==> config.mk <==
export PLATFORM = sky130hd
export DESIGN_NAME = tdm_bus_timing_gen
export DESIGN_NICKNAME = d
export VERILOG_FILES = /design/src/rtl/tdm_timing_pkg.sv /design/src/rtl/tdm_phase_gen.sv /design/src/rtl/tdm_standby_frame.sv /design/src/rtl/tdm_slave_in.sv /design/src/rtl/tdm_bus_timing_gen.sv
export SDC_FILE = /design/constraint.sdc
export NUM_CORES = 1
export LEC_CHECK = 0
export ABC_CLOCK_PERIOD_IN_PS = 5400
export BUFFER_PORTS_ARGS = -buffer_cell sky130_fd_sc_hd__buf_2
export CAP_MARGIN = 20
export CORE_MARGIN = 2
export CORE_UTILIZATION = 40
export DETAILED_ROUTE_END_ITERATION = 12
export GPL_TIMING_DRIVEN = 0
export HOLD_SLACK_MARGIN = 0.03
export PLACE_DENSITY = 0.57
export SLEW_MARGIN = 20
export SYNTH_ARGS = -nofsm -noshare
export SYNTH_HDL_FRONTEND = slang
export SYNTH_HIERARCHICAL = 1
export SYNTH_SLANG_ARGS = --single-unit
==> constraint.sdc <==
create_clock -name clk -period 5.4 [get_ports clk]
set_input_delay 0.27 -clock clk [delete_from_list [all_inputs] [get_ports clk]]
set_output_delay 0.27 -clock clk [all_outputs]
set_load 0.05 [all_outputs]
==> src/rtl/tdm_timing_pkg.sv <==
package tdm_timing_pkg;

    typedef enum logic [1:0] {
        ST_SLAVE  = 2'd0,
        ST_MASTER = 2'd1,
        ST_ALT    = 2'd2
    } bus_role_e;

    localparam logic [1:0] MODE_MASTER = 2'd0;
    localparam logic [1:0] MODE_SLAVE  = 2'd1;
    localparam logic [1:0] MODE_ALT    = 2'd2;

endpackage

==> src/rtl/tdm_phase_gen.sv <==
module tdm_phase_gen #(
    parameter int FRAME_CYC = 4096,
    parameter int NUM_RATES = 3
) (
    input  logic                         clk,
    input  logic                         rst_n,
    input  logic [$clog2(NUM_RATES)-1:0] bus_type_i,
    output logic                         x2_o,
    output logic                         x1_o,
    output logic                         fs_n_o
);
    localparam int PW = $clog2(FRAME_CYC);
    localparam int TW = $clog2(NUM_RATES);
    localparam logic [TW-1:0] TOP_CODE = TW'(NUM_RATES - 1);

    logic [PW-1:0]        ph_q, ph_nxt;
    logic [TW-1:0]        typ_q, typ_nxt, typ_code;
    logic [NUM_RATES-1:0] x2_tap, x1_tap, fs_tap;

    always_comb begin
        typ_code = (bus_type_i > TOP_CODE) ? TOP_CODE : bus_type_i;
        ph_nxt   = (ph_q == PW'(FRAME_CYC - 1)) ? '0 : ph_q + 1'b1;
        typ_nxt  = (ph_nxt == '0) ? typ_code : typ_q;
    end

    for (genvar r = 0; r < NUM_RATES; r++) begin : g_rate
        localparam int HALF = 1 << r;
        assign x2_tap[r] = ~ph_nxt[r];
        assign x1_tap[r] = ~ph_nxt[r+1];
        assign fs_tap[r] = ~((ph_nxt < PW'(HALF)) ||
                             (ph_nxt >= PW'(FRAME_CYC - HALF)));
    end

    always_ff @(posedge clk or negedge rst_n) begin
        if (!rst_n) begin
            ph_q   <= '0;
            typ_q  <= '0;
            x2_o   <= 1'b1;
            x1_o   <= 1'b1;
            fs_n_o <= 1'b0;
        end else begin
            ph_q   <= ph_nxt;
            typ_q  <= typ_nxt;
            x2_o   <= x2_tap[typ_nxt];
            x1_o   <= x1_tap[typ_nxt];
            fs_n_o <= fs_tap[typ_nxt];
        end
    end

    AST_BOUNDARY_EDGES: assert property (@(posedge clk) disable iff (!rst_n)
        (ph_q == '0) |-> (x2_o && x1_o && !fs_n_o));
    AST_TYPE_HELD: assert property (@(posedge clk) disable iff (!rst_n)
        (ph_q != '0) |-> $stable(typ_q));
    AST_FS_RELEASE: assert property (@(posedge clk) disable iff (!rst_n)
        $rose(fs_n_o) |-> !x2_o);

endmodule

==> src/rtl/tdm_standby_frame.sv <==
module tdm_standby_frame #(
    parameter int FRAME_CYC = 4096,
    parameter int EDGE_CYC  = 2
) (
    input  logic clk,
    input  logic rst_n,
    input  logic hold_i,
    input  logic use_alt_i,
    input  logic alt_tick_i,
    output logic fs_n_o
);
    localparam int PW = $clog2(FRAME_CYC);

    logic [PW-1:0] sb_q, sb_nxt;
    logic          step;

    always_comb begin
        step = !use_alt_i || alt_tick_i;
        if (hold_i)
            sb_nxt = '0;
        else if (step)
            sb_nxt = (sb_q == PW'(FRAME_CYC - 1)) ? '0 : sb_q + 1'b1;
        else
            sb_nxt = sb_q;
    end

    always_ff @(posedge clk or negedge rst_n) begin
        if (!rst_n) begin
            sb_q   <= '0;
            fs_n_o <= 1'b1;
        end else begin
            sb_q   <= sb_nxt;
            fs_n_o <= hold_i ? 1'b1 :
                      ~((sb_nxt < PW'(EDGE_CYC)) ||
                        (sb_nxt >= PW'(FRAME_CYC - EDGE_CYC)));
        end
    end

    AST_STBY_HOLD: assert property (@(posedge clk) disable iff (!rst_n)
        hold_i |=> fs_n_o);
    AST_STBY_NO_STEP: assert property (@(posedge clk) disable iff (!rst_n)
        (!hold_i && use_alt_i && !alt_tick_i) |=> $stable(sb_q));

endmodule

==> src/rtl/tdm_slave_in.sv <==
module tdm_slave_in #(
    parameter int SYNC_STAGES = 2
) (
    input  logic clk,
    input  logic rst_n,
    input  logic x2_bus_i,
    input  logic x1_bus_i,
    input  logic fs_bus_n_i,
    input  logic div_sel_i,
    output logic x1_o,
    output logic fs_n_o
);
    localparam logic [2:0] SYNC_RST = 3'b100;

    logic [2:0] sync_q [SYNC_STAGES];
    logic [2:0] sync_out;
    logic       x2_last_q, div_q, x2_rise;

    for (genvar s = 0; s < SYNC_STAGES; s++) begin : g_sync
        always_ff @(posedge clk or negedge rst_n) begin
            if (!rst_n)
                sync_q[s] <= SYNC_RST;
            else if (s == 0)
                sync_q[s] <= {fs_bus_n_i, x1_bus_i, x2_bus_i};
            else
                sync_q[s] <= sync_q[(s == 0) ? 0 : s-1];
        end
    end

    assign sync_out = sync_q[SYNC_STAGES-1];
    assign x2_rise  = sync_out[0] && !x2_last_q;

    always_ff @(posedge clk or negedge rst_n) begin
        if (!rst_n) begin
            x2_last_q <= 1'b0;
            div_q     <= 1'b0;
        end else begin
            x2_last_q <= sync_out[0];
            div_q     <= div_q ^ x2_rise;
        end
    end

    assign x1_o   = div_sel_i ? div_q : sync_out[1];
    assign fs_n_o = sync_out[2];

    AST_DIV_QUIET: assert property (@(posedge clk) disable iff (!rst_n)
        $stable(sync_out[0]) |=> $stable(div_q));

endmodule

==> src/rtl/tdm_bus_timing_gen.sv <==
module tdm_bus_timing_gen
    import tdm_timing_pkg::*;
#(
    parameter int FRAME_CYC   = 4096,
    parameter int NUM_RATES   = 3,
    parameter int STBY_EDGE   = 2,
    parameter int SYNC_STAGES = 2
) (
    input  logic       clk,
    input  logic       rst_n,
    input  logic [1:0] mode_i,
    input  logic [1:0] bus_type_i,
    input  logic       x1_div_sel_i,
    input  logic       stby_alt_sel_i,
    input  logic       stby_alt_tick_i,
    input  logic       sec_en_i,
    input  logic       x2_bus_i,
    input  logic       x1_bus_i,
    input  logic       fs_bus_n_i,
    output logic       x2_o,
    output logic       x1_o,
    output logic       fs_n_o,
    output logic       x2_oe_o,
    output logic       x1_oe_o,
    output logic       fs_oe_o,
    output logic       x1_slave_o,
    output logic       fs_slave_n_o,
    output logic       stby_fs_n_o,
    output logic       sec8k_o,
    output logic       sec8k_oe_o
);
    bus_role_e st_q, st_d;
    logic      drv_on, stby_hold, sec_from_master, sec_oe_q;

    // Role transitions: TO_MASTER, TO_ALT, TO_SLAVE
    always_comb begin
        unique case (mode_i)
            MODE_MASTER: st_d = ST_MASTER;
            MODE_ALT:    st_d = ST_ALT;
            default:     st_d = ST_SLAVE;
        endcase
    end

    always_ff @(posedge clk or negedge rst_n) begin
        if (!rst_n) begin
            st_q     <= ST_SLAVE;
            sec_oe_q <= 1'b0;
        end else begin
            st_q     <= st_d;
            sec_oe_q <= sec_en_i;
        end
    end

    always_comb begin
        unique case (st_q)
            ST_MASTER: begin
                drv_on          = 1'b1;
                stby_hold       = 1'b1;
                sec_from_master = 1'b1;
            end
            ST_ALT: begin
                drv_on          = 1'b0;
                stby_hold       = 1'b0;
                sec_from_master = 1'b0;
            end
            default: begin
                drv_on          = 1'b0;
                stby_hold       = 1'b0;
                sec_from_master = 1'b0;
            end
        endcase
    end

    tdm_phase_gen #(.FRAME_CYC(FRAME_CYC), .NUM_RATES(NUM_RATES)) u_phase (
        .clk        (clk),
        .rst_n      (rst_n),
        .bus_type_i ($clog2(NUM_RATES)'(bus_type_i)),
        .x2_o       (x2_o),
        .x1_o       (x1_o),
        .fs_n_o     (fs_n_o)
    );

    tdm_standby_frame #(.FRAME_CYC(FRAME_CYC), .EDGE_CYC(STBY_EDGE)) u_stby (
        .clk        (clk),
        .rst_n      (rst_n),
        .hold_i     (stby_hold),
        .use_alt_i  (stby_alt_sel_i),
        .alt_tick_i (stby_alt_tick_i),
        .fs_n_o     (stby_fs_n_o)
    );

    tdm_slave_in #(.SYNC_STAGES(SYNC_STAGES)) u_slave (
        .clk        (clk),
        .rst_n      (rst_n),
        .x2_bus_i   (x2_bus_i),
        .x1_bus_i   (x1_bus_i),
        .fs_bus_n_i (fs_bus_n_i),
        .div_sel_i  (x1_div_sel_i),
        .x1_o       (x1_slave_o),
        .fs_n_o     (fs_slave_n_o)
    );

    assign x2_oe_o    = drv_on;
    assign x1_oe_o    = drv_on;
    assign fs_oe_o    = drv_on;
    assign sec8k_oe_o = sec_oe_q;
    assign sec8k_o    = sec_from_master ? fs_n_o : stby_fs_n_o;

    AST_OE_FROM_MASTER: assert property (@(posedge clk) disable iff (!rst_n)
        $rose(x2_oe_o) |-> ($past(mode_i) == MODE_MASTER));
    AST_SEC_OE_FOLLOWS: assert property (@(posedge clk) disable iff (!rst_n)
        $rose(sec8k_oe_o) |-> $past(sec_en_i));

endmodule

== Yosys cells after proc, flatten, opt, wreduce, memory -nomap -nowiden ==
Index checks and enable logic that the tools add are counted.

* Add/subtract/negate cells: 2
* Magnitude comparators: 10
* Equality and inequality tests: 4
* Muxes and demuxes: 17
* Bitwise gates (word level): 9
* Reduce and logical (&&, ||, !) cells: 10

{| class="wikitable"
|+ Operators by type and width
! kind !! number
|-
| $ge A12 B12 Y1 const B || 4
|-
| $mux W12 || 4
|-
| $add A12 B1 Y12 const B || 2
|-
| $eq A12 B12 Y1 const B || 2
|-
| $lt A12 B2 Y1 const B || 2
|-
| $logic_not A12 Y1 || 1
|-
| $lt A12 B1 Y1 const B || 1
|-
| $lt A12 B3 Y1 const B || 1
|-
| $not A1 Y1 || 8
|-
| $mux W1 || 7
|-
| $bmux W1 S2 || 3
|-
| $logic_or A1 B1 Y1 || 5
|-
| $mux W2 || 2
|-
| $pmux W2 S2 || 1
|-
| $lt A2 B3 Y1 const B || 1
|-
| $eq A2 B1 Y1 const B || 1
|-
| $eq A2 B2 Y1 const B || 1
|-
| $gt A2 B2 Y1 const B || 1
|-
| $logic_not A1 Y1 || 2
|-
| $logic_not A2 Y1 || 1
|-
| $logic_and A1 B1 Y1 || 1
|-
| $xor A1 B1 Y1 || 1
|}

* Flip-flop bits (word level): 41
* Word-level logic and storage cells: 65

== Logic depth before layout (Yosys ltp) ==
* Word-level depth: 8
* Depth in mapped cells: 9

== By module ==
The synthesis kept the hierarchy.

{| class="wikitable"
|+ By module, submodules not included
! module !! times used !! cells an instance !! area an instance (µm²) !! seq. area each (µm²)
|-
| tdm_phase_gen || 1 || 112 || 1108.6 || 427.9
|-
| tdm_standby_frame || 1 || 87 || 873.3 || 326.6
|-
| tdm_slave_in || 1 || 11 || 240.2 || 202.7
|-
| tdm_bus_timing_gen || 1 || 9 || 128.9 || 75.1
|}

== Least setup slack after synthesis ==
Ideal clock, no wire load.

* Kind: register to register
* Start point: register u_phase.ph_q[0]
* End point: register u_phase.x1_o
* Library setup time: 0.077 ns
* Arrival: 2.415 ns
* Path slack: 2.908 ns
* Cell stages (with the launch flop): 10
* Period minus slack after synthesis: 2.492 ns
* Path through: dfrtp_1 ha_1 and4_4 buf_6 a211o_1 a221oi_2 o2111ai_2 mux2i_4 mux2_1 o22ai_1

* Longest elaborated chain between the ends: 6
* Elaborated cells between the ends (all ways): 10

{| class="wikitable"
|+ RTL lines
! item !! line !! source
|-
| start: declaration || tdm_phase_gen.sv:16 || <nowiki>logic [PW-1:0] ph_q, ph_nxt;</nowiki>
|-
| start signal: assignment || tdm_phase_gen.sv:42 || <nowiki>ph_q <= ph_nxt;</nowiki>
|-
| $add A12 B1 Y12 / $eq A12 B12 Y1 (equally long branches) || tdm_phase_gen.sv:22 || <nowiki>ph_nxt = (ph_q == PW'(FRAME_CYC - 1)) ? '0 : ph_q + 1'b1;</nowiki>
|-
| $mux W12 * || tdm_phase_gen.sv:22 ||
|-
| $logic_not A12 Y1 || tdm_phase_gen.sv:23 || <nowiki>typ_nxt = (ph_nxt == '0) ? typ_code : typ_q;</nowiki>
|-
| $mux W2 || tdm_phase_gen.sv:23 ||
|-
| $bmux W1 S2 * || tdm_phase_gen.sv:45 || <nowiki>x1_o <= x1_tap[typ_nxt];</nowiki>
|-
| $mux W1 (implied by the code) * || tdm_phase_gen.sv:45 ||
|-
| end signal: assignment || tdm_phase_gen.sv:45 ||
|-
| end: declaration || tdm_phase_gen.sv:9 || <nowiki>output logic x1_o,</nowiki>
|}

Every way passes the cells marked *; elsewhere a longest branch is shown, timed or not. The select of a mux whose other input is x is not followed.

== Final worst setup path ==
* Start point: register u_phase.ph_q[0]
* End point: register u_phase.fs_n_o

* Elaborated cells between the ends (all ways): 19

{| class="wikitable"
|+ RTL lines
! item !! line !! source
|-
| $add A12 B1 Y12 / $eq A12 B12 Y1 (equally long branches) || tdm_phase_gen.sv:22 ||
|-
| $mux W12 * || tdm_phase_gen.sv:22 ||
|-
| $logic_not A12 Y1 * || tdm_phase_gen.sv:23 ||
|-
| $mux W2 * || tdm_phase_gen.sv:23 ||
|-
| via u_phase.typ_nxt[0] || tdm_phase_gen.sv:17 || <nowiki>logic [TW-1:0] typ_q, typ_nxt, typ_code;</nowiki>
|-
| $bmux W1 S2 * || tdm_phase_gen.sv:46 || <nowiki>fs_n_o <= fs_tap[typ_nxt];</nowiki>
|-
| $mux W1 (implied by the code) * || tdm_phase_gen.sv:46 ||
|-
| end signal: assignment || tdm_phase_gen.sv:46 ||
|-
| end: declaration || tdm_phase_gen.sv:10 || <nowiki>output logic fs_n_o</nowiki>
|}

Mark *: on every way through the listed nets, which the timed path passes. The rest lies on a longest branch. The select of a mux whose other input is x is not followed.

==> results.cfg <==
[yosys]
ys_seq_elements = 41
synth_seq_area_share = 0.439
synth_edf_count = 0
yosys_warnings = 6
async_reset_ff_frac = 1.00
syn_nets = 236
synthCells = 219
ys_types = 66
syn_area_sq_um = 2350
synth_flop_cell = dfrtp_1
avgSynthCellArea_sq_um = 10.7

[global_routing]
grt_pass1_vias = 1658
grt_overflow_total = 0
antenna_found_initial = 0
grt_usage = 0.158
grt_max_degree = 42
grt_pass1_wl_mm = 7.91

[floorplan]
dieWidth_microns = 80.7
rows = 27
core_sq_um = 5610
start_util = 0.419
io_pins = 24
dieArea_sq_um = 6510
die_y_microns = 80.7

[sta]
slew_violations = 0
tightestPinTransition_ns = 0.890
min_period_ns = 2.80
finalHoldViolCount = 0
fmax_mhz = 357
setup_viol_count_final = 0
tns_ns = 0
relSlewSlack = 0.407
rsz0062_at_grt = no
skew_ns = 0.00559
finalCritPeriodShare = 0.519

[clock_network]
clk_pin_slew_ns = 0.08
clock_tree.root_cell = clkbuf_8
cts_resized = 0
clock_latency_ns = 0.29
hold_buffers = 0
postCtsSetupRepairBufs = 0
htree_levels = 2
cts_buffer_depth = 2
cts_tree = built
clkSinkCount = 41
cts_buffers = 5

[power]
power.total_uw = 848
irDropWorstVdd_mv = 0.155
p_leak_uw = 0.00122
p_per_area_nw_per_um2 = 315

[layout]
multi_input_area_sq_um = 1200
syn_to_final_growth_pct = 14.6
diodes = 0
drive_above_1_share = 0.304
seq_area_sq_um = 1030
n_fill_cell = 539
nets = 266

[drt]
drc = 0
drtIter0Drc = 129
num_vias = 1763
detail-route-antenna-nets = 0
drt-pass1-iter-count = 4
avgViaCountPerCell = 5.48
routed_wirelength_mm = 4.66
post_drt_wl_per_cell_microns = 14.5

[critical_path]
worstPathRequired_ns = 5.56
start_kind = register
path_max_fanout = 8
critPathArrivalTime_ns = 2.96
endpoint_kind = register
crit_type = register to register

[hold_path]
hold_class = primary input to register

[place]
gp_congestion = 0.850
io_buffers = 23
hpwl_mm = 3.28

[job]
max_cap_violations = 0

[status]
outcome = complete, no violations
[flip-flops by register name, indices dropped and copies added, names as in the netlist]
| register | cells |
|---|---|
| u_phase/fs_n_o | 1 |
| u_slave/div_q | 1 |
| u_slave/x2_last_q | 1 |
| u_stby/fs_n_o | 1 |
| st_q | 2 |
| sec8k_oe_o | 1 |
| u_phase/typ_q | 2 |
| u_slave/sync_q | 3 |
| u_stby/sb_q | 12 |
| u_phase/ph_q | 12 |
| u_slave/sync_out | 3 |
| u_phase/x2_o | 1 |
| u_phase/x1_o | 1 |
[routing by layer]
layer	part of all wire	vias to the layer above	wire length [microns]	global-route usage
li1	-	848	-	-
met1	0.49	872	2270	0.218
met2	0.46	39	2130	0.245
met3	0.044	4	203	0.0348
met4	0.0099	0	46	0.0542
met5	0	-	0	0
[worst paths after layout]
check	from	cells past startpoint	to	slack, ns
worst max-delay path	u_phase/ph_q[0]$_DFF_PN0_	8	u_phase/fs_n_o$_DFF_PN0_	2.60
worst min register to register	u_slave/sync_q[4]$_DFF_PN0_	0	u_slave/sync_out[1]$_DFF_PN0_	0.35
min in group asynchronous	rst_n	1	u_slave/sync_q[4]$_DFF_PN0_	0.09
max in group asynchronous	rst_n	1	st_q[0]$_DFF_PN0_	4.75
worst min-delay path	fs_bus_n_i	1	u_slave/sync_q[5]$_DFF_PN1_	0.07
worst max register to register	u_phase/ph_q[0]$_DFF_PN0_	8	u_phase/fs_n_o$_DFF_PN0_	2.60
[cell usage after synthesis (2+ instances only)]
cell	count	area [sq um]
mux2_4	2	30.0
xor2_1	6	52.6
dfrtp_1	36	901
o22ai_1	2	12.5
nor4_1	6	37.5
and2_1	2	12.5
and4b_1	2	20.0
or2_2	2	12.5
nand4_1	5	31.3
a31oi_1	2	12.5
and4_1	3	26.3
nand2_1	10	37.5
ha_1	4	50.1
buf_2	2	10.0
nor2b_1	3	18.8
and3_1	7	43.8
nand3_1	10	50.1
nor2_1	20	75.1
xnor2_1	15	131
inv_1	6	22.5
mux2_2	2	22.5
dfstp_2	5	131
mux2_1	2	22.5
buf_4	8	60.1
a21oi_1	5	25.0
nor3_1	5	25.0
mux2i_1	3	30.0
o21ai_0	6	30.0
[layout make-up]
type,instances,share of cell area
plain buffers,12,0.0339
flip-flops and latches,41,0.383
clock buffers,5,0.0255
well taps,72,0.0334
clock inverters,3,0.0255
multi-input cells,160,0.447
repair buffers,23,0.0427
inverters,6,0.00836
[layout by cell type (no fill, tap or decap), types with 6 or more instances in the layout]
cell type,instances
nand3_1,10
dfrtp_1,36
nand2_1,10
xor2_1,6
buf_2,25
nor4_1,6
inv_1,6
and3_1,7
nor2_1,20
o21ai_0,6
buf_4,8
xnor2_1,15
[worst max-delay path, cell delays in order (launching register included)]
cell       delay (ns)
dfrtp_1          0.48
ha_1             0.34
and4_4           0.18
buf_6            0.13
a211o_1          0.26
a221oi_2         0.32
o2111ai_2        0.23
mux2_2           0.37
o21ai_0          0.36
[logic make-up (layout without fill, tap and decap cells)]
group | after synthesis | count (layout) | share of synthesized area
AOI/OAI and AO/OA | 32 | 32 | 0.120
buffers and inverters | 18 | 49 | 0.0484
adders and majority gates | 4 | 4 | 0.0213
muxes | 10 | 10 | 0.0543
and+or+nand+nor | 93 | 93 | 0.239
xor gates and xnor gates | 21 | 21 | 0.0782
DFF | 41 | 41 | 0.439
[metrics by stage]
stage,util,std cells,hold slack (ns),area (sq um),worst slack (ns)
after floorplan,-,219,-0.0256,2350,2.91
after global placement,0.456,314,0.333,2560,2.64
after detailed placement,0.456,314,0.336,2560,2.65
after CTS,0.480,322,0.0604,2690,2.62
after global routing,0.480,322,0.0535,2690,2.47
final,0.480,322,0.0701,2690,2.60
[power breakdown]
part           total, uW  switching [uW]  leakage, uW  internal (uW)
registers            360            21.4     0.000511            339
clock network        300             114    0.0000687            186
logic                188             114     0.000642           73.1
Note: power is estimated with default switching activity, not from simulation.
